[src/rtl/smb_pkg.sv]
package smb_pkg;
  typedef enum logic [2:0] {
    ST_IDLE = 3'd0,
    ST_ADDR = 3'd1,
    ST_AACK = 3'd2,
    ST_DATA = 3'd3,
    ST_DACK = 3'd4,
    ST_SKIP = 3'd5
  } smb_state_t;
endpackage

[src/rtl/smb_line_sync.sv]
module smb_line_sync #(
  parameter int STAGES = 2
) (
  input  logic clk,
  input  logic rst_n,
  input  logic d,
  output logic lvl,
  output logic prev
);
  logic [STAGES:0] pipe_q, pipe_n;

  always_comb pipe_n = {pipe_q[STAGES-1:0], d};

  always_ff @(posedge clk or negedge rst_n) begin
    if (!rst_n) pipe_q <= '1;
    else        pipe_q <= pipe_n;
  end

  assign lvl  = pipe_q[STAGES-1];
  assign prev = pipe_q[STAGES];
endmodule

[src/rtl/smb_cfg_regs.sv]
module smb_cfg_regs #(
  parameter int AW = 7
) (
  input  logic          clk,
  input  logic          rst_n,
  input  logic          wr,
  input  logic          sel,
  input  logic [AW:0]   wdata,
  output logic [AW-1:0] slv_addr,
  output logic          gc_en,
  output logic [AW-1:0] slv_mask,
  output logic          hw_en
);
  logic [AW-1:0] addr_q, addr_n, mask_q, mask_n;
  logic          gc_q, gc_n, hw_q, hw_n;

  always_comb begin
    addr_n = addr_q;
    gc_n   = gc_q;
    mask_n = mask_q;
    hw_n   = hw_q;
    if (wr && !sel) {gc_n, addr_n} = wdata;
    if (wr && sel)  {hw_n, mask_n} = wdata;
  end

  always_ff @(posedge clk or negedge rst_n) begin
    if (!rst_n) begin
      addr_q <= '0;
      gc_q   <= 1'b0;
      mask_q <= '1;
      hw_q   <= 1'b0;
    end else begin
      addr_q <= addr_n;
      gc_q   <= gc_n;
      mask_q <= mask_n;
      hw_q   <= hw_n;
    end
  end

  assign slv_addr = addr_q;
  assign gc_en    = gc_q;
  assign slv_mask = mask_q;
  assign hw_en    = hw_q;
endmodule

[src/rtl/smb_addr_cmp.sv]
module smb_addr_cmp #(
  parameter int AW = 7
) (
  input  logic [AW-1:0] addr,
  input  logic [AW-1:0] slv,
  input  logic [AW-1:0] msk,
  input  logic          gc_en,
  output logic          cmp_hit,
  output logic          gc_hit
);
  logic is_zero;
  always_comb begin
    is_zero = (addr == '0);
    cmp_hit = !is_zero && (((addr ^ slv) & msk) == '0);
    gc_hit  = gc_en && is_zero;
  end
endmodule

[src/rtl/smb_addr_match.sv]
module smb_addr_match
  import smb_pkg::*;
#(
  parameter int AW          = 7,
  parameter int SYNC_STAGES = 2
) (
  input  logic        clk,
  input  logic        rst_n,
  input  logic        scl_in,
  input  logic        sda_in,
  output logic        sda_pull,
  input  logic        cfg_wr,
  input  logic        cfg_sel,
  input  logic [AW:0] cfg_wdata,
  input  logic        host_ack,
  output logic        addr_hit,
  output logic        dir_read,
  output logic        gen_call,
  output logic        byte_rdy,
  output logic        rx_strobe,
  output logic [AW:0] rx_byte
);
  localparam int DW = AW + 1;
  localparam int CW = $clog2(DW + 1);

  // reset: asserted asynchronously, released on a clock edge
  logic [1:0] rs_q;
  logic       rst_i_n;
  always_ff @(posedge clk or negedge rst_n) begin
    if (!rst_n) rs_q <= 2'b00;
    else        rs_q <= {rs_q[0], 1'b1};
  end
  assign rst_i_n = rs_q[1];

  logic scl_lvl, scl_prev, sda_lvl, sda_prev;
  smb_line_sync #(.STAGES(SYNC_STAGES)) u_scl_sync (
    .clk(clk), .rst_n(rst_i_n), .d(scl_in), .lvl(scl_lvl), .prev(scl_prev));
  smb_line_sync #(.STAGES(SYNC_STAGES)) u_sda_sync (
    .clk(clk), .rst_n(rst_i_n), .d(sda_in), .lvl(sda_lvl), .prev(sda_prev));

  logic [AW-1:0] slv_addr, slv_mask;
  logic          gc_en, hw_en;
  smb_cfg_regs #(.AW(AW)) u_cfg (
    .clk(clk), .rst_n(rst_i_n), .wr(cfg_wr), .sel(cfg_sel), .wdata(cfg_wdata),
    .slv_addr(slv_addr), .gc_en(gc_en), .slv_mask(slv_mask), .hw_en(hw_en));

  logic scl_rise, scl_fall, start_det, stop_det;
  assign scl_rise  = scl_lvl & ~scl_prev;
  assign scl_fall  = ~scl_lvl & scl_prev;
  assign start_det = scl_lvl & scl_prev & sda_prev & ~sda_lvl;
  assign stop_det  = scl_lvl & scl_prev & ~sda_prev & sda_lvl;

  smb_state_t    state_q, state_n;
  logic [CW-1:0] cnt_q, cnt_n;
  logic [DW-1:0] sh_q, sh_n;
  logic          pull_q, pull_n, acked_q, acked_n;
  logic          hit_q, hit_n, dir_q, dir_n, gc_q, gc_n;
  logic          stb_q, stb_n, rdy_q, rdy_n;
  logic          cmp_hit, gc_hit;

  smb_addr_cmp #(.AW(AW)) u_cmp (
    .addr(sh_q[DW-1:1]), .slv(slv_addr), .msk(slv_mask), .gc_en(gc_en),
    .cmp_hit(cmp_hit), .gc_hit(gc_hit));

  always_comb begin
    logic ack_bit;
    state_n = state_q;
    cnt_n   = cnt_q;
    sh_n    = sh_q;
    acked_n = acked_q;
    hit_n   = hit_q;
    dir_n   = dir_q;
    gc_n    = gc_q;
    stb_n   = 1'b0;
    rdy_n   = 1'b0;
    unique case (state_q)
      ST_ADDR, ST_DATA: begin
        if (scl_rise) begin
          sh_n  = {sh_q[DW-2:0], sda_lvl};
          cnt_n = cnt_q + CW'(1);
          if (cnt_q == CW'(DW - 1)) begin
            rdy_n = !hw_en;
            stb_n = (state_q == ST_DATA);
          end
        end else if (scl_fall && cnt_q == CW'(DW)) begin
          state_n = (state_q == ST_ADDR) ? ST_AACK : ST_DACK;
          cnt_n   = '0;
        end
      end
      ST_AACK, ST_DACK: begin
        if (scl_rise) begin
          acked_n = pull_q;
        end else if (scl_fall) begin
          if (state_q == ST_AACK) begin
            if (acked_q) begin
              hit_n   = 1'b1;
              dir_n   = sh_q[0];
              gc_n    = (sh_q[DW-1:1] == '0);
              state_n = sh_q[0] ? ST_SKIP : ST_DATA;
            end else begin
              state_n = ST_SKIP;
            end
          end else begin
            state_n = acked_q ? ST_DATA : ST_SKIP;
          end
        end
      end
      default: ;
    endcase
    if (start_det) begin
      state_n = ST_ADDR;
      cnt_n   = '0;
      hit_n   = 1'b0;
      dir_n   = 1'b0;
      gc_n    = 1'b0;
    end else if (stop_det) begin
      state_n = ST_IDLE;
      cnt_n   = '0;
      hit_n   = 1'b0;
      dir_n   = 1'b0;
      gc_n    = 1'b0;
    end
    // acknowledge level for the phase being entered or held
    if (!hw_en)                  ack_bit = host_ack;
    else if (state_n == ST_AACK) ack_bit = cmp_hit | gc_hit;
    else                         ack_bit = 1'b1;
    if (state_n == ST_AACK || state_n == ST_DACK)
      pull_n = scl_lvl ? pull_q : ack_bit;
    else
      pull_n = 1'b0;
  end

  always_ff @(posedge clk or negedge rst_i_n) begin
    if (!rst_i_n) begin
      state_q <= ST_IDLE;
      cnt_q   <= '0;
      sh_q    <= '0;
      pull_q  <= 1'b0;
      acked_q <= 1'b0;
      hit_q   <= 1'b0;
      dir_q   <= 1'b0;
      gc_q    <= 1'b0;
      stb_q   <= 1'b0;
      rdy_q   <= 1'b0;
    end else begin
      state_q <= state_n;
      cnt_q   <= cnt_n;
      sh_q    <= sh_n;
      pull_q  <= pull_n;
      acked_q <= acked_n;
      hit_q   <= hit_n;
      dir_q   <= dir_n;
      gc_q    <= gc_n;
      stb_q   <= stb_n;
      rdy_q   <= rdy_n;
    end
  end

  assign sda_pull  = pull_q;
  assign addr_hit  = hit_q;
  assign dir_read  = dir_q;
  assign gen_call  = gc_q;
  assign byte_rdy  = rdy_q;
  assign rx_strobe = stb_q;
  assign rx_byte   = sh_q;


  pull_hold_chk: assert property (@(posedge clk) disable iff (!rst_i_n)
    (scl_lvl && $past(scl_lvl) && !$past(start_det || stop_det)) |-> $stable(pull_q));

  pull_in_ack_chk: assert property (@(posedge clk) disable iff (!rst_i_n)
    pull_q |-> (state_q == ST_AACK || state_q == ST_DACK));

  start_restart_chk: assert property (@(posedge clk) disable iff (!rst_i_n)
    start_det |=> (state_q == ST_ADDR && cnt_q == '0 && !hit_q));

  stop_idle_chk: assert property (@(posedge clk) disable iff (!rst_i_n)
    stop_det |=> (state_q == ST_IDLE && !hit_q));

  rx_strobe_chk: assert property (@(posedge clk) disable iff (!rst_i_n)
    stb_q |-> (hit_q && !dir_q));

  rdy_mode_chk: assert property (@(posedge clk) disable iff (!rst_i_n)
    rdy_q |-> !$past(hw_en));

  skip_quiet_chk: assert property (@(posedge clk) disable iff (!rst_i_n)
    (state_q == ST_SKIP) |-> (!pull_q && !stb_q));
endmodule

[config.mk]
export PLATFORM = sky130hd
export DESIGN_NAME = smb_addr_match
export DESIGN_NICKNAME = d
export VERILOG_FILES = /design/src/rtl/smb_pkg.sv /design/src/rtl/smb_line_sync.sv /design/src/rtl/smb_cfg_regs.sv /design/src/rtl/smb_addr_cmp.sv /design/src/rtl/smb_addr_match.sv
export SDC_FILE = /design/constraint.sdc
export NUM_CORES = 1
export LEC_CHECK = 0
export BUFFER_PORTS_ARGS = -buffer_cell sky130_fd_sc_hd__buf_2
export CORE_ASPECT_RATIO = 0.7
export CORE_MARGIN = 3
export CORE_UTILIZATION = 50
export CTS_CLUSTER_SIZE = 16
export DETAILED_ROUTE_END_ITERATION = 8
export HOLD_SLACK_MARGIN = 0.12
export PLACE_DENSITY = 0.84
export SKIP_LAST_GASP = 1
export SLEW_MARGIN = 20
export SYNTH_ARGS = -nofsm -noshare
export SYNTH_HDL_FRONTEND = slang
export SYNTH_SLANG_ARGS = --single-unit
[constraint.sdc]
create_clock -name clk -period 1.4 [get_ports clk]
set_input_delay 0.28 -clock clk [delete_from_list [all_inputs] [get_ports clk]]
set_output_delay 0.28 -clock clk [all_outputs]
set_load 0.01 [all_outputs]
==> reports/qor.csv <==
stage,metric,value,unit
status,status,"finished, violations left",
status,failing checks,negative setup slack,
cells_and_area,Final Instance Area,3000,um2
floorplan,row count,18,
detailed_routing,vias per inst,5.83,
cts,htree depth,2,
cells_and_area,ANT cells,0,
job,Max-Cap Viols,0,
sta,final setup vio count,22,
sta,Max Slew Vio Count,0,
pwr,peak supply drop,0.935,mV
grt,initial antenna violation count,0,
grt,number of global-route vias before repair,1773,
detailed_routing,via count,1697,
place,routability cong.,0.947,
place,Port Buffers,28,
yosys,Commonest cells post-synth,"dfrtp_1 (33), mux2_2 (25), dfstp_2 (13)",
sta,RSZ-0062 raised after global routing,yes,
floorplan,die height,59.2,um
detailed_routing,Avg WL per Cell,20.9,um
place,detailed placement HPWL,3.54,mm
floorplan,Initial Utilization,54.7,%
setup_path,crit path DAT,2240,ps
yosys,Post-synth EDFFs,0,
grt,largest net degree at the start of global routing,43,
floorplan,die area,4860,um2
yosys,Synth cell types,41,
yosys,Yosys reg bits,46,
place,Setup WS pre-CTS,-552,ps
setup_path,CP Capture Type,flip-flop,
yosys,synthesized instance count,155,
detailed_routing,first-pass iteration count of the detailed router,4,
place,"Cell Area, Placed",2520,um2
yosys,Mapped Area,2020,um2
grt,gr usage total,25.9,%
detailed_routing,DRT iter0 DRCs,91,
cells_and_area,share of cells above drive strength 1,63.5,%
cells_and_area,Fill cells,199,
grt,total gr overflow,0,
setup_path,crit path launch type,flip-flop,
sta,Max Clk Rate,0.489,GHz
sta,Clock Skew,9.26,ps
cts,Worst-path clk slew,90,ps
yosys,post-synthesis sequential area ratio,57.7,%
cts,Num CTS Buffers,5,
yosys,cell with the most instances after synthesis,dfrtp_1,
yosys,Synth top area share,40.8,%
cts,CTS tree,built,
yosys,Area contributors post-synth,"dfrtp_1 (41%), dfstp_2 (17%), mux2_2 (14%), xor2_1 (4.8%), nor2_1 (2.0%)",
yosys,syn avg cell area,13.0,um2
cts,root buf cell,clkbuf_8,
setup_path,kind of critical path,reg -> reg,
grt,first-pass GRT wire length,9.19,mm
floorplan,core area,3690,um2
sta,setup ws final,-645,ps
floorplan,Top Ports,29,
sta,Final period util,146,%
detailed_routing,final wirelength,6.07,mm
floorplan,overall die width,82.0,um
sta,post-route minimum period,2040,ps
detailed_routing,remaining antenna violation count,0,
cts,Clock Tree Buf Depth,2,
yosys,Yosys top cell by area,dfrtp_1,
yosys,Most used DFF post-synth,dfrtp_1,
cells_and_area,# nets final,257,
cells_and_area,area grow syn2layout,48.6,%
min_path,min-delay worst type,in -> reg,
setup_path,Crit path required time,1590,ps
yosys,asr flop ratio synth,100,%
cts,later-pin clock latency in the skew report,290,ps
detailed_routing,residual DRC count,0,
yosys,Yosys warnings,0,
setup_path,CP max FO,3,
yosys,post-synth net total,172,
sta,Final Hold Fails,0,
cts,clock sinks,46,
pwr,Pwr Density,1440,nW/um2
pwr,Lkg Pwr,1.41,nW
## worst max-delay path, cell delays in order (launching register included)
cell,delay [ps]
dfstp_2,550
and3b_1,220
a221oi_4,300
o21bai_1,120
a221oi_2,330
nand2_1,130
a2111oi_2,300
## cell type report
type | instances | area [um2] | share of cell area (%)
clock buffer | 7 | 76.3 | 2.54
tap | 50 | 62.6 | 2.08
clock inverter | 1 | 30.0 | 1.00
inverter | 5 | 23.8 | 0.791
timing repair buffer | 83 | 627 | 20.9
multi-input combinational | 99 | 1020 | 33.8
sequential | 46 | 1170 | 38.9
## path summary, 6_finish.rpt
path / from / endpoint / slack [ps] / cells past startpoint
max in group asynchronous: rs_q[1] / u_cfg.slv_mask[3] / 820 / 1
worst min register to register: rs_q[1] / u_sda_sync.pipe_q[0] / 280 / 0
min in group asynchronous: rs_q[1] / u_sda_sync.pipe_q[0] / 280 / 0
worst min-delay path: cfg_wdata[4] / u_cfg.slv_mask[4] / 230 / 2
worst max-delay path: u_scl_sync.pipe_q[1] / sda_pull / -640 / 6
worst max register to register: u_scl_sync.pipe_q[1] / sda_pull / -640 / 6
## state kept, by name, indices dropped and copies added, names as in the netlist
register and cells:
rx_byte 8, u_cfg.slv_addr 7, u_cfg.slv_mask 7, cnt_q 4, state_q 3, u_scl_sync.pipe_q 3, u_sda_sync.pipe_q 3, rs_q 2
acked_q 1, addr_hit 1, byte_rdy 1, dir_read 1, gen_call 1, rx_strobe 1, sda_pull 1, u_cfg.gc_en 1
u_cfg.hw_en 1
## stage by stage
stage | power [mW] | util [%] | TNS (ps) | hold WS (ps) | cells
finish | 4.34 | 81.3 | -6370 | 231 | 291
CTS | 4.11 | 77.0 | -3980 | 226 | 285
floorplan | 2.33 | - | -2420 | -15.6 | 155
detailed placement | 2.98 | 68.4 | -4720 | 67.5 | 265
global placement | 2.90 | 68.4 | -3420 | 63.7 | 265
global route | 4.53 | 81.3 | -7570 | 231 | 291
## report_power, final
part | internal, mW | switching, mW | total, mW
Sequential | 1.58 | 0.258 | 1.84
Combinational | 0.854 | 0.689 | 1.54
Clock | 0.534 | 0.424 | 0.959
## cell usage in the layout, fill, tap and decap left out, drive strengths merged, types with 2 or more instances in the layout
cell and n:
a22oi 4, nand2b 2, nor2 11, nand4b 2, nand3b 3, dfstp 13, mux2 25, dlygate4sd3 3
nor4b 2, nor4 2, o21ai 2, nor3 3, inv 5, xor2 11, a221oi 2, nand2 7
dfrtp 33, ha 2, nor2b 2, nor3b 2, buf 80, clkbuf 7
## logic make-up after synthesis
family          Yosys count  share of synthesized area (%)
compound gates           17                           7.36
fa+ha+maj                 2                           1.24
xor+xnor                 11                           4.76
mux                      25                           13.9
other cells               1                          0.185
flops                    46                           57.7
buf+inv                  10                           2.04
simple gates             43                           12.7
## routing by layer
layer / track usage (%) / wire [um]
met5: 0 / 0
met4: 9.48 / 194
met3: 6.08 / 429
met2: 43.5 / 2960
met1: 32.9 / 2490
## timing repair
item	in CTS	in global routing
pin swaps	14	16
cloned	1	0
buffers inserted	9	9
hold buffers	3	0
gates resized for setup	28	26
endpoints found under the setup margin	22	22
hold endpoints to repair	4	0
Power figures use the tool's default switching activity.
